File: src/rtl/dspace_unit.sv
module dspace_unit #(
  parameter logic [15:0] X_LO = 16'h0800,
  parameter logic [15:0] X_HI = 16'h17FF,
  parameter logic [15:0] Y_LO = 16'h1800,
  parameter logic [15:0] Y_HI = 16'h1FFF
) (
  input  logic        clk,
  input  logic        rst_n,
  input  logic        ls_req,
  input  logic        ls_we,
  input  logic        ls_byte,
  input  logic        ls_inc,
  input  logic [15:0] ls_ptr,
  input  logic [15:0] ls_wdata,
  output logic [15:0] ls_ptr_next,
  input  logic        mac_req,
  input  logic [3:0]  mac_x_reg,
  input  logic [15:0] mac_x_ptr,
  input  logic        mac_x_inc,
  input  logic [3:0]  mac_y_reg,
  input  logic [15:0] mac_y_ptr,
  input  logic        mac_y_inc,
  output logic [15:0] mac_x_ptr_next,
  output logic [15:0] mac_y_ptr_next,
  output logic [14:0] ram_a_addr,
  output logic        ram_a_we_lo,
  output logic        ram_a_we_hi,
  output logic [15:0] ram_a_wdata,
  input  logic [15:0] ram_a_rdata,
  output logic [14:0] ram_b_addr,
  input  logic [15:0] ram_b_rdata,
  output logic        x_valid,
  output logic [15:0] x_rdata,
  output logic        y_valid,
  output logic [15:0] y_rdata,
  output logic        addr_trap
);
  localparam logic [3:0] XR0 = 4'd10;
  localparam logic [3:0] YR0 = 4'd8;

  function automatic logic in_rng(input logic [15:0] a, input logic [15:0] lo, input logic [15:0] hi);
    return (a >= lo) && (a <= hi);
  endfunction

  logic ls_go, ls_ok, x_ok, y_ok, wr_go;
  logic [1:0] ls_step;
  logic xv_q, xb_q, xh_q, xe_q, yv_q, ye_q, trap_q;

  assign ls_go = ls_req && !mac_req;
  assign ls_ok = in_rng(ls_ptr, X_LO, X_HI) || in_rng(ls_ptr, Y_LO, Y_HI);
  assign x_ok  = (mac_x_reg[3:1] == XR0[3:1]) && in_rng(mac_x_ptr, X_LO, X_HI);
  assign y_ok  = (mac_y_reg[3:1] == YR0[3:1]) && in_rng(mac_y_ptr, Y_LO, Y_HI);
  assign wr_go = ls_go && ls_we && ls_ok;

  assign ram_a_addr  = mac_req ? mac_x_ptr[15:1] : ls_ptr[15:1];
  assign ram_b_addr  = mac_y_ptr[15:1];
  assign ram_a_wdata = ls_byte ? {2{ls_wdata[7:0]}} : ls_wdata;
  assign ram_a_we_lo = wr_go && (!ls_byte || !ls_ptr[0]);
  assign ram_a_we_hi = wr_go && (!ls_byte ||  ls_ptr[0]);

  assign ls_step        = (ls_go && ls_inc) ? (ls_byte ? 2'd1 : 2'd2) : 2'd0;
  assign ls_ptr_next    = ls_ptr + {14'd0, ls_step};
  assign mac_x_ptr_next = mac_x_ptr + ((mac_req && mac_x_inc) ? 16'd2 : 16'd0);
  assign mac_y_ptr_next = mac_y_ptr + ((mac_req && mac_y_inc) ? 16'd2 : 16'd0);

  always_ff @(posedge clk) begin
    if (!rst_n) begin
      xv_q <= 1'b0; xb_q <= 1'b0; xh_q <= 1'b0; xe_q <= 1'b0;
      yv_q <= 1'b0; ye_q <= 1'b0; trap_q <= 1'b0;
    end else begin
      xv_q   <= mac_req || (ls_go && !ls_we);
      xb_q   <= !mac_req && ls_byte;
      xh_q   <= ls_ptr[0];
      xe_q   <= mac_req ? !x_ok : !ls_ok;
      yv_q   <= mac_req;
      ye_q   <= !y_ok;
      trap_q <= (mac_req && (!x_ok || !y_ok)) || (ls_go && !ls_ok);
    end
  end

  assign x_valid   = xv_q;
  assign x_rdata   = (!xv_q || xe_q) ? 16'h0000 :
                     xb_q ? {8'h00, (xh_q ? ram_a_rdata[15:8] : ram_a_rdata[7:0])} :
                     ram_a_rdata;
  assign y_valid   = yv_q;
  assign y_rdata   = (!yv_q || ye_q) ? 16'h0000 : ram_b_rdata;
  assign addr_trap = trap_q;
endmodule

File: config.mk
export PLATFORM = sky130hd
export DESIGN_NAME = dspace_unit
export DESIGN_NICKNAME = d
export VERILOG_FILES = /design/src/rtl/dspace_unit.sv
export SDC_FILE = /design/constraint.sdc
export NUM_CORES = 1
export LEC_CHECK = 0
export BUFFER_PORTS_ARGS = -buffer_cell sky130_fd_sc_hd__buf_2
export CAP_MARGIN = 40
export CORE_AREA = 2 2 94 96
export CTS_BUF_LIST = sky130_fd_sc_hd__clkbuf_2
export CTS_CLUSTER_SIZE = 28
export DETAILED_ROUTE_END_ITERATION = 7
export DIE_AREA = 0 0 96 98
export GPL_TIMING_DRIVEN = 0
export MAX_ROUTING_LAYER = met4
export PLACE_DENSITY = 0.68
export SKIP_LAST_GASP = 1
export SLEW_MARGIN = 30
export SYNTH_ARGS = -nofsm -noshare
export SYNTH_HDL_FRONTEND = slang
export SYNTH_SLANG_ARGS = --single-unit
File: constraint.sdc
create_clock -name clk -period 2 [get_ports clk]
set_input_delay 0.1 -clock clk [delete_from_list [all_inputs] [get_ports clk]]
set_output_delay 0.1 -clock clk [all_outputs]
set_load 0.005 [all_outputs]
==> results of run 1 <==
power by group through the flow:
stage	clock network (mW)	registers, mW	logic (mW)
final	0.103	0.150	0.551
after global routing	0.118	0.150	0.604
after CTS	0.111	0.150	0.555
after detailed placement	0	0.153	0.535
after global placement	0	0.153	0.529
after floorplan	0	0.153	0.218
synthesized netlist by cell type, types with 3 or more instances:
library cell / instances
nor2_1: 10
mux2_2: 22
nor2b_1: 3
buf_4: 25
xnor2_1: 29
nand3_1: 23
inv_1: 7
xor2_1: 12
ha_1: 6
dfxtp_1: 7
nand2_1: 25
a21oi_1: 13
buf_1: 3
nand4_1: 7
clkbuf_1: 3
and3_1: 10
and2_1: 28
and4_1: 4
placed cells by master (no fill, tap or decap), drive strengths merged, types with 2 or more instances in the layout:
| cell type | instances |
|---|---|
| inv | 7 |
| mux2 | 22 |
| nand2 | 25 |
| nor2 | 10 |
| nor3b | 2 |
| and3 | 10 |
| xor2 | 12 |
| nor3 | 3 |
| nand4 | 7 |
| or3 | 3 |
| nand3 | 23 |
| dfxtp | 7 |
| buf | 275 |
| nor4 | 2 |
| ha | 6 |
| o21ai | 2 |
| and4 | 4 |
| nor2b | 3 |
| clkbuf | 7 |
| and2 | 28 |
| a21oi | 13 |
| xnor2 | 29 |
worst max-delay path, cell delays in order:
cell,delay [ns]
buf_12,0.11
buf_8,0.11
nor3b_2,0.15
ha_2,0.21
inv_2,0.04
fa_2,0.34
or3_4,0.44
nor2_4,0.09
xor2_1,0.16
buf_2,0.14
per-stage QoR:
step	cell area (um^2)	setup TNS (ns)	total power, mW	util
5_1_grt	3330	-0.365	0.872	0.393
3_5_place_dp	3180	-1.79	0.688	0.376
3_3_place_gp	3180	-1.55	0.681	0.376
6_report	3330	0	0.803	0.393
4_1_cts	3310	-0.117	0.816	0.390
2_1_floorplan	1850	0	0.371	-
cell families after synthesis:
logic type / share of synthesized area
and+or+nand+nor: 0.361
xor gates and xnor gates: 0.194
buffers and inverters: 0.133
muxes: 0.139
AOI/OAI and AO/OA: 0.0447
adders and majority gates: 0.0515
DFF: 0.0758
state kept, by name, summed over array words and instances, names as in the netlist:
| name | count |
|---|---|
| addr_trap | 1 |
| x_valid | 1 |
| xb_q | 1 |
| xe_q | 1 |
| xh_q | 1 |
| y_valid | 1 |
| ye_q | 1 |
metal layers:
metal / up-vias / part of all wire / global-route usage
li1: 1347 / - / -
met1: 1207 / 0.35 / 0.160
met3: 18 / 0.097 / 0.0378
met4: 0 / 0.026 / 0.0538
met2: 163 / 0.53 / 0.315
met5: - / 0 / -
path summary, 6_finish.rpt:
check	from	to	slack (ns)	cells past startpoint
worst max-delay path	mac_req	ls_ptr_next[14]	0.02	10
worst min-delay path	rst_n	ye_q	0.11	2
what timing repair did:
action                                  in CTS  in global routing
setup buffers                                7                  0
cloned                                       0                  0
gates resized for setup                     16                  7
pin swaps                                    7                  4
endpoints found under the setup margin      17                  8
final cells by class:
class | count | area (um^2) | area share
buffer | 33 | 254 | 0.0763
clock buffer | 4 | 20.0 | 0.00602
inverter | 7 | 26.3 | 0.00790
multi-input combinational | 209 | 1500 | 0.452
sequential | 7 | 140 | 0.0421
tap | 108 | 135 | 0.0406
timing repair buffer | 245 | 1250 | 0.375
==> results by group, run 1 <==
Yosys
  • Main synth FF type: dfxtp_1
  • Synth Warn #: 0
  • Post-synthesis sequential area ratio: 0.0758
  • Yosys top cell area share: 0.137
  • Synthesized area: 1850 um^2
  • Syn Inst Count: approximately 260
  • FFs w/ async S/R, synth: 0
  • Syn avg cell area: approximately 7.2 um^2
  • Synth unique cells: 31
  • Synthesized Nets: approximately 380
  • Top cells by area, synth: xnor2_1, mux2_2, buf_4, and2_1, dfxtp_1
  • Synthesized flop and latch total: 7
  • EDFF count, synth: 0
  • Top cell type by total area after synthesis: xnor2_1

Route
  • DRT antenna net count: 0
  • Vias per cell: between 4 and 5
  • DRC: 0
  • DRT Wirelength: ~8400 um
  • Drt pass-1 iters: 4
  • Starting DRC count in detailed routing: 34
  • Vias: approximately 2700
  • WL per Instance: around 14 um

Pwr
  • Power Density: around 240 nW/um^2
  • Power share of the clock group: 0.128
  • Sw Share: 0.372
  • Net switching power: 0.299 mW
  • Sequential group share of total power: 0.186
  • Share of power burned in combinational logic: 0.686
  • LEAKAGE: about 1.8 nW
  • Max VDD drop: a little over 0.00007 V
  • Cell-internal power: roughly 0.50 mW

Critical path
  • CP arrival: 1.88 ns
  • Crit path kind: primary input to output pin
  • CP Data Required Time: between 1.5 and 2 ns
  • Worst Path Max Fanout: 4
  • Crit. End Element: output pin
  • CP Launch Type: primary input

Finish
  • Antenna diode count: 0
  • Filler-free cell count of the finished design: around 610
  • Layout Nets: between 600 and 700
  • Layout cell share with drive strength beyond 1: 0.618
  • Area growth from synthesis to layout: 80.0%
  • Fill cells: 905

Floorplan
  • Die W: ~96 um
  • Placement row count: 34
  • Starting Density: 0.218
  • Die Y: between 90 and 100 um
  • Die Area: ~9400 um^2
  • Core area: 8470 um^2
  • I/O pin count: 244

GRT
  • First-pass GRT wire length: 11900 um
  • Vias in the first global route: ~2500
  • GRT Util Overall: 0.166
  • Gr ovfl total: 0
  • Initial antenna violation count: 0
  • Largest net degree at the start of global routing: 11

STA
  • RSZ-0062 raised after global routing: yes
  • Period utilisation layout: 0.992
  • Setup violators final: 0
  • Post-route setup slack: ~0.015 ns
  • Hold Slack: around 0.11 ns
  • Fin. max-slew vios: 0
  • Max Clock Freq: around 500 MHz
  • Relative slew slack: 0.715
  • Crit path time final: 1.98 ns
  • Worst-margin pin slew: approximately 0.42 ns
  • Final hold violation count: 0

Clocking
  • CTS Sinks: 7
  • CTS max path bufs: 2
  • CTS tree: built
  • Worst-path clk slew: roughly 0.07 ns
  • Cts bufs inserted: 3
  • Post-CTS Hold Fix Bufs: 0
  • H-tree levels: 1
  • Clock root cell: clkbuf_2

Placed design
  • RePlAce Congestion: 0.832
  • Port bufs: 238
  • Dpl hpwl: between 7000 and 8000 um
  • Placement Setup Slack: -0.380 ns
  • Placed Cells: between 600 and 700

Run
  • Number of max-cap violations: 0

Run status
  • Status: complete, no violations

Worst hold path
  • Hold Crit Class: primary input to flop
(Power assumes the default switching activity.)
==> inputs of run 2 (changes only) <==
--- a/config.mk
+++ b/config.mk
@@ -7,14 +7,14 @@
 export LEC_CHECK = 0
 export BUFFER_PORTS_ARGS = -buffer_cell sky130_fd_sc_hd__buf_2
 export CAP_MARGIN = 40
-export CORE_AREA = 2 2 94 96
+export CORE_AREA = 2 2 96 98
 export CTS_BUF_LIST = sky130_fd_sc_hd__clkbuf_2
 export CTS_CLUSTER_SIZE = 28
 export DETAILED_ROUTE_END_ITERATION = 7
-export DIE_AREA = 0 0 96 98
+export DIE_AREA = 0 0 98 100
 export GPL_TIMING_DRIVEN = 0
 export MAX_ROUTING_LAYER = met4
-export PLACE_DENSITY = 0.68
+export PLACE_DENSITY = 0.64
 export SKIP_LAST_GASP = 1
 export SLEW_MARGIN = 30
 export SYNTH_ARGS = -nofsm -noshare
==> constraint.sdc (replaced) <==
create_clock -name clk -period 2.35 [get_ports clk]
set_input_delay 0.1175 -clock clk [delete_from_list [all_inputs] [get_ports clk]]
set_output_delay 0.1175 -clock clk [all_outputs]
set_load 0.005 [all_outputs]
==> run 2 against run 1 <==
Against the previous run:
- via count decreased by 2.6%
- clock-buffer cell count unchanged
- die area increased by 4.2%
- non-clock buffer count decreased by 5
- routed wire length decreased by 8.3%
- setup slack improved by 0.056 ns
- final cell count decreased by 0.33%
- critical path type unchanged
- highest routed layer unchanged
==> results by group, run 2 (synthesis gave the netlist of run 1 again) <==
Run status
  • Status: complete, no violations

Floorplan
  • Starting Density: 0.208
  • Core area: roughly 9000 um^2
  • Die Y: around 100 um
  • I/O pin count: between 200 and 250
  • Die W: slightly below 100 um
  • Die Area: ~9800 um^2
  • Placement row count: 35

Route
  • DRC: 0
  • DRT antenna net count: 0
  • WL per Instance: 12.7 um
  • Vias per cell: approximately 4.4
  • Starting DRC count in detailed routing: 22
  • Vias: between 2000 and 3000
  • Drt pass-1 iters: 4
  • DRT Wirelength: between 7000 and 8000 um

Pwr
  • Max VDD drop: 0.0000678 V
  • Pwr Total: roughly 0.67 mW
  • Power Density: around 210 nW/um^2
  • LEAKAGE: ~1.8 nW

Clocking
  • Cts bufs inserted: 3
  • Worst-path clk slew: 0.07 ns
  • CTS tree: built
  • Post-CTS Hold Fix Bufs: 0
  • CTS Sinks: 7
  • Clock root cell: clkbuf_2
  • H-tree levels: 1
  • CTS max path bufs: 2

Worst hold path
  • Hold Crit Class: primary input to flop
  • Hold path startpoint: rst_n
  • Hold endpoint: ye_q
  • Hold Path Depth: 2

Run
  • Number of max-cap violations: 0

Finish
  • Area growth from synthesis to layout: 75.4%
  • Layout Nets: between 600 and 700
  • Layout cell share with drive strength beyond 1: 0.602
  • Fill cells: just under 1000
  • Antenna diode count: 0
  • Most frequent cells in the layout: buf_2, xnor2_1, and2_1, buf_4, nand2_1
  • Post-route cell area: 3240 um^2
  • Commonest non-fill, non-tap cell in the layout: buf_2

Placed design
  • Port bufs: around 240
  • RePlAce Congestion: 0.843
  • Placed cell area: between 3000 and 4000 um^2
  • Dpl hpwl: ~6900 um

STA
  • Setup violators final: 0
  • Crit path time final: about 2.3 ns
  • Total negative slack: 0 ns
  • Period utilisation layout: 0.969
  • Fin. max-slew vios: 0
  • Worst-margin pin slew: around 0.53 ns
  • Relative slew slack: 0.647
  • Final hold violation count: 0
  • Hold Slack: 0.114 ns
  • Max Clock Freq: roughly 440 MHz
  • RSZ-0062 raised after global routing: no

Critical path
  • CP delay by family, top: simple AND/OR/NAND/NOR gates
  • Worst-path cell chain: buf_2 -> buf_6 -> nor3b_2 -> ha_2 -> inv_1 -> fa_2 -> or3_4 -> nor2_2 -> xor2_1 -> buf_2
  • Crit. End Element: output pin
  • Max incr delay on CP: ~0.4 ns
  • CP Launch Type: primary input
  • Slowest CP cell: fa_2
  • Crit path kind: primary input to output pin
  • CP arrival: approximately 2.2 ns
  • Worst path depth: 10
  • CP Data Required Time: between 2 and 2.5 ns
  • Worst Path Max Fanout: 10
  • Most used cell, CP: buf_2
  • Worst path bufs/invs: 4

GRT
  • GRT Util Overall: 0.147
  • Vias in the first global route: around 2500
  • Largest net degree at the start of global routing: 11
  • First-pass GRT wire length: about 12000 um
  • Initial antenna violation count: 0
  • Gr ovfl total: 0
run 2: changes by cell type in the layout (fill, tap and decap cells not counted), sizes merged:
cell	delta
buf	-5
run 2: worst max path at each step:
stage	startpoint	end	slack (ns)
2_1_floorplan	mac_req	ls_ptr_next[10]	0.26
3_3_place_gp	ls_byte	ls_ptr_next[14]	-0.27
3_5_place_dp	ls_byte	ls_ptr_next[14]	-0.31
4_1_cts	mac_req	ls_ptr_next[14]	0.01
5_1_grt	mac_req	ls_ptr_next[14]	0.004
6_report	mac_req	ls_ptr_next[14]	0.07
run 2: final cells by class:
class	count	area [um^2]	share of cell area
Clock buffer	4	20.0	0.00618
Tap cell	111	139	0.0429
Buffer	33	235	0.0726
Timing Repair Buffer	240	1210	0.372
Multi-Input combinational cell	209	1470	0.455
Sequential cell	7	140	0.0432
Inverter	7	26.3	0.00811
run 2: power breakdown:
part           internal, mW  switching, mW
combinational         0.249          0.204
sequential            0.125        0.00177
clock                0.0452         0.0443
run 2: layer usage:
| layer | GRT usage | part of all wire | wire [um] |
|---|---|---|---|
| met1 | 0.162 | 0.37 | 2850 |
| met2 | 0.283 | 0.54 | 4150 |
| met3 | 0.0209 | 0.088 | 684 |
| met4 | 0.0267 | 0.0067 | 52 |
| met5 | - | 0 | 0 |
run 2: per-stage QoR:
step	worst slack, ns	cells	util
global placement	-0.266	605	0.357
finish	0.0718	611	0.365
global route	0.00429	611	0.365
detailed placement	-0.310	605	0.357
floorplan	0.259	256	-
CTS	0.0103	609	0.362
run 2: repair_timing:
item                       CTS  global route
gates resized for setup      7             3
pin swaps                    1             4
setup endpoints to repair    6             2
setup buffers                0             2
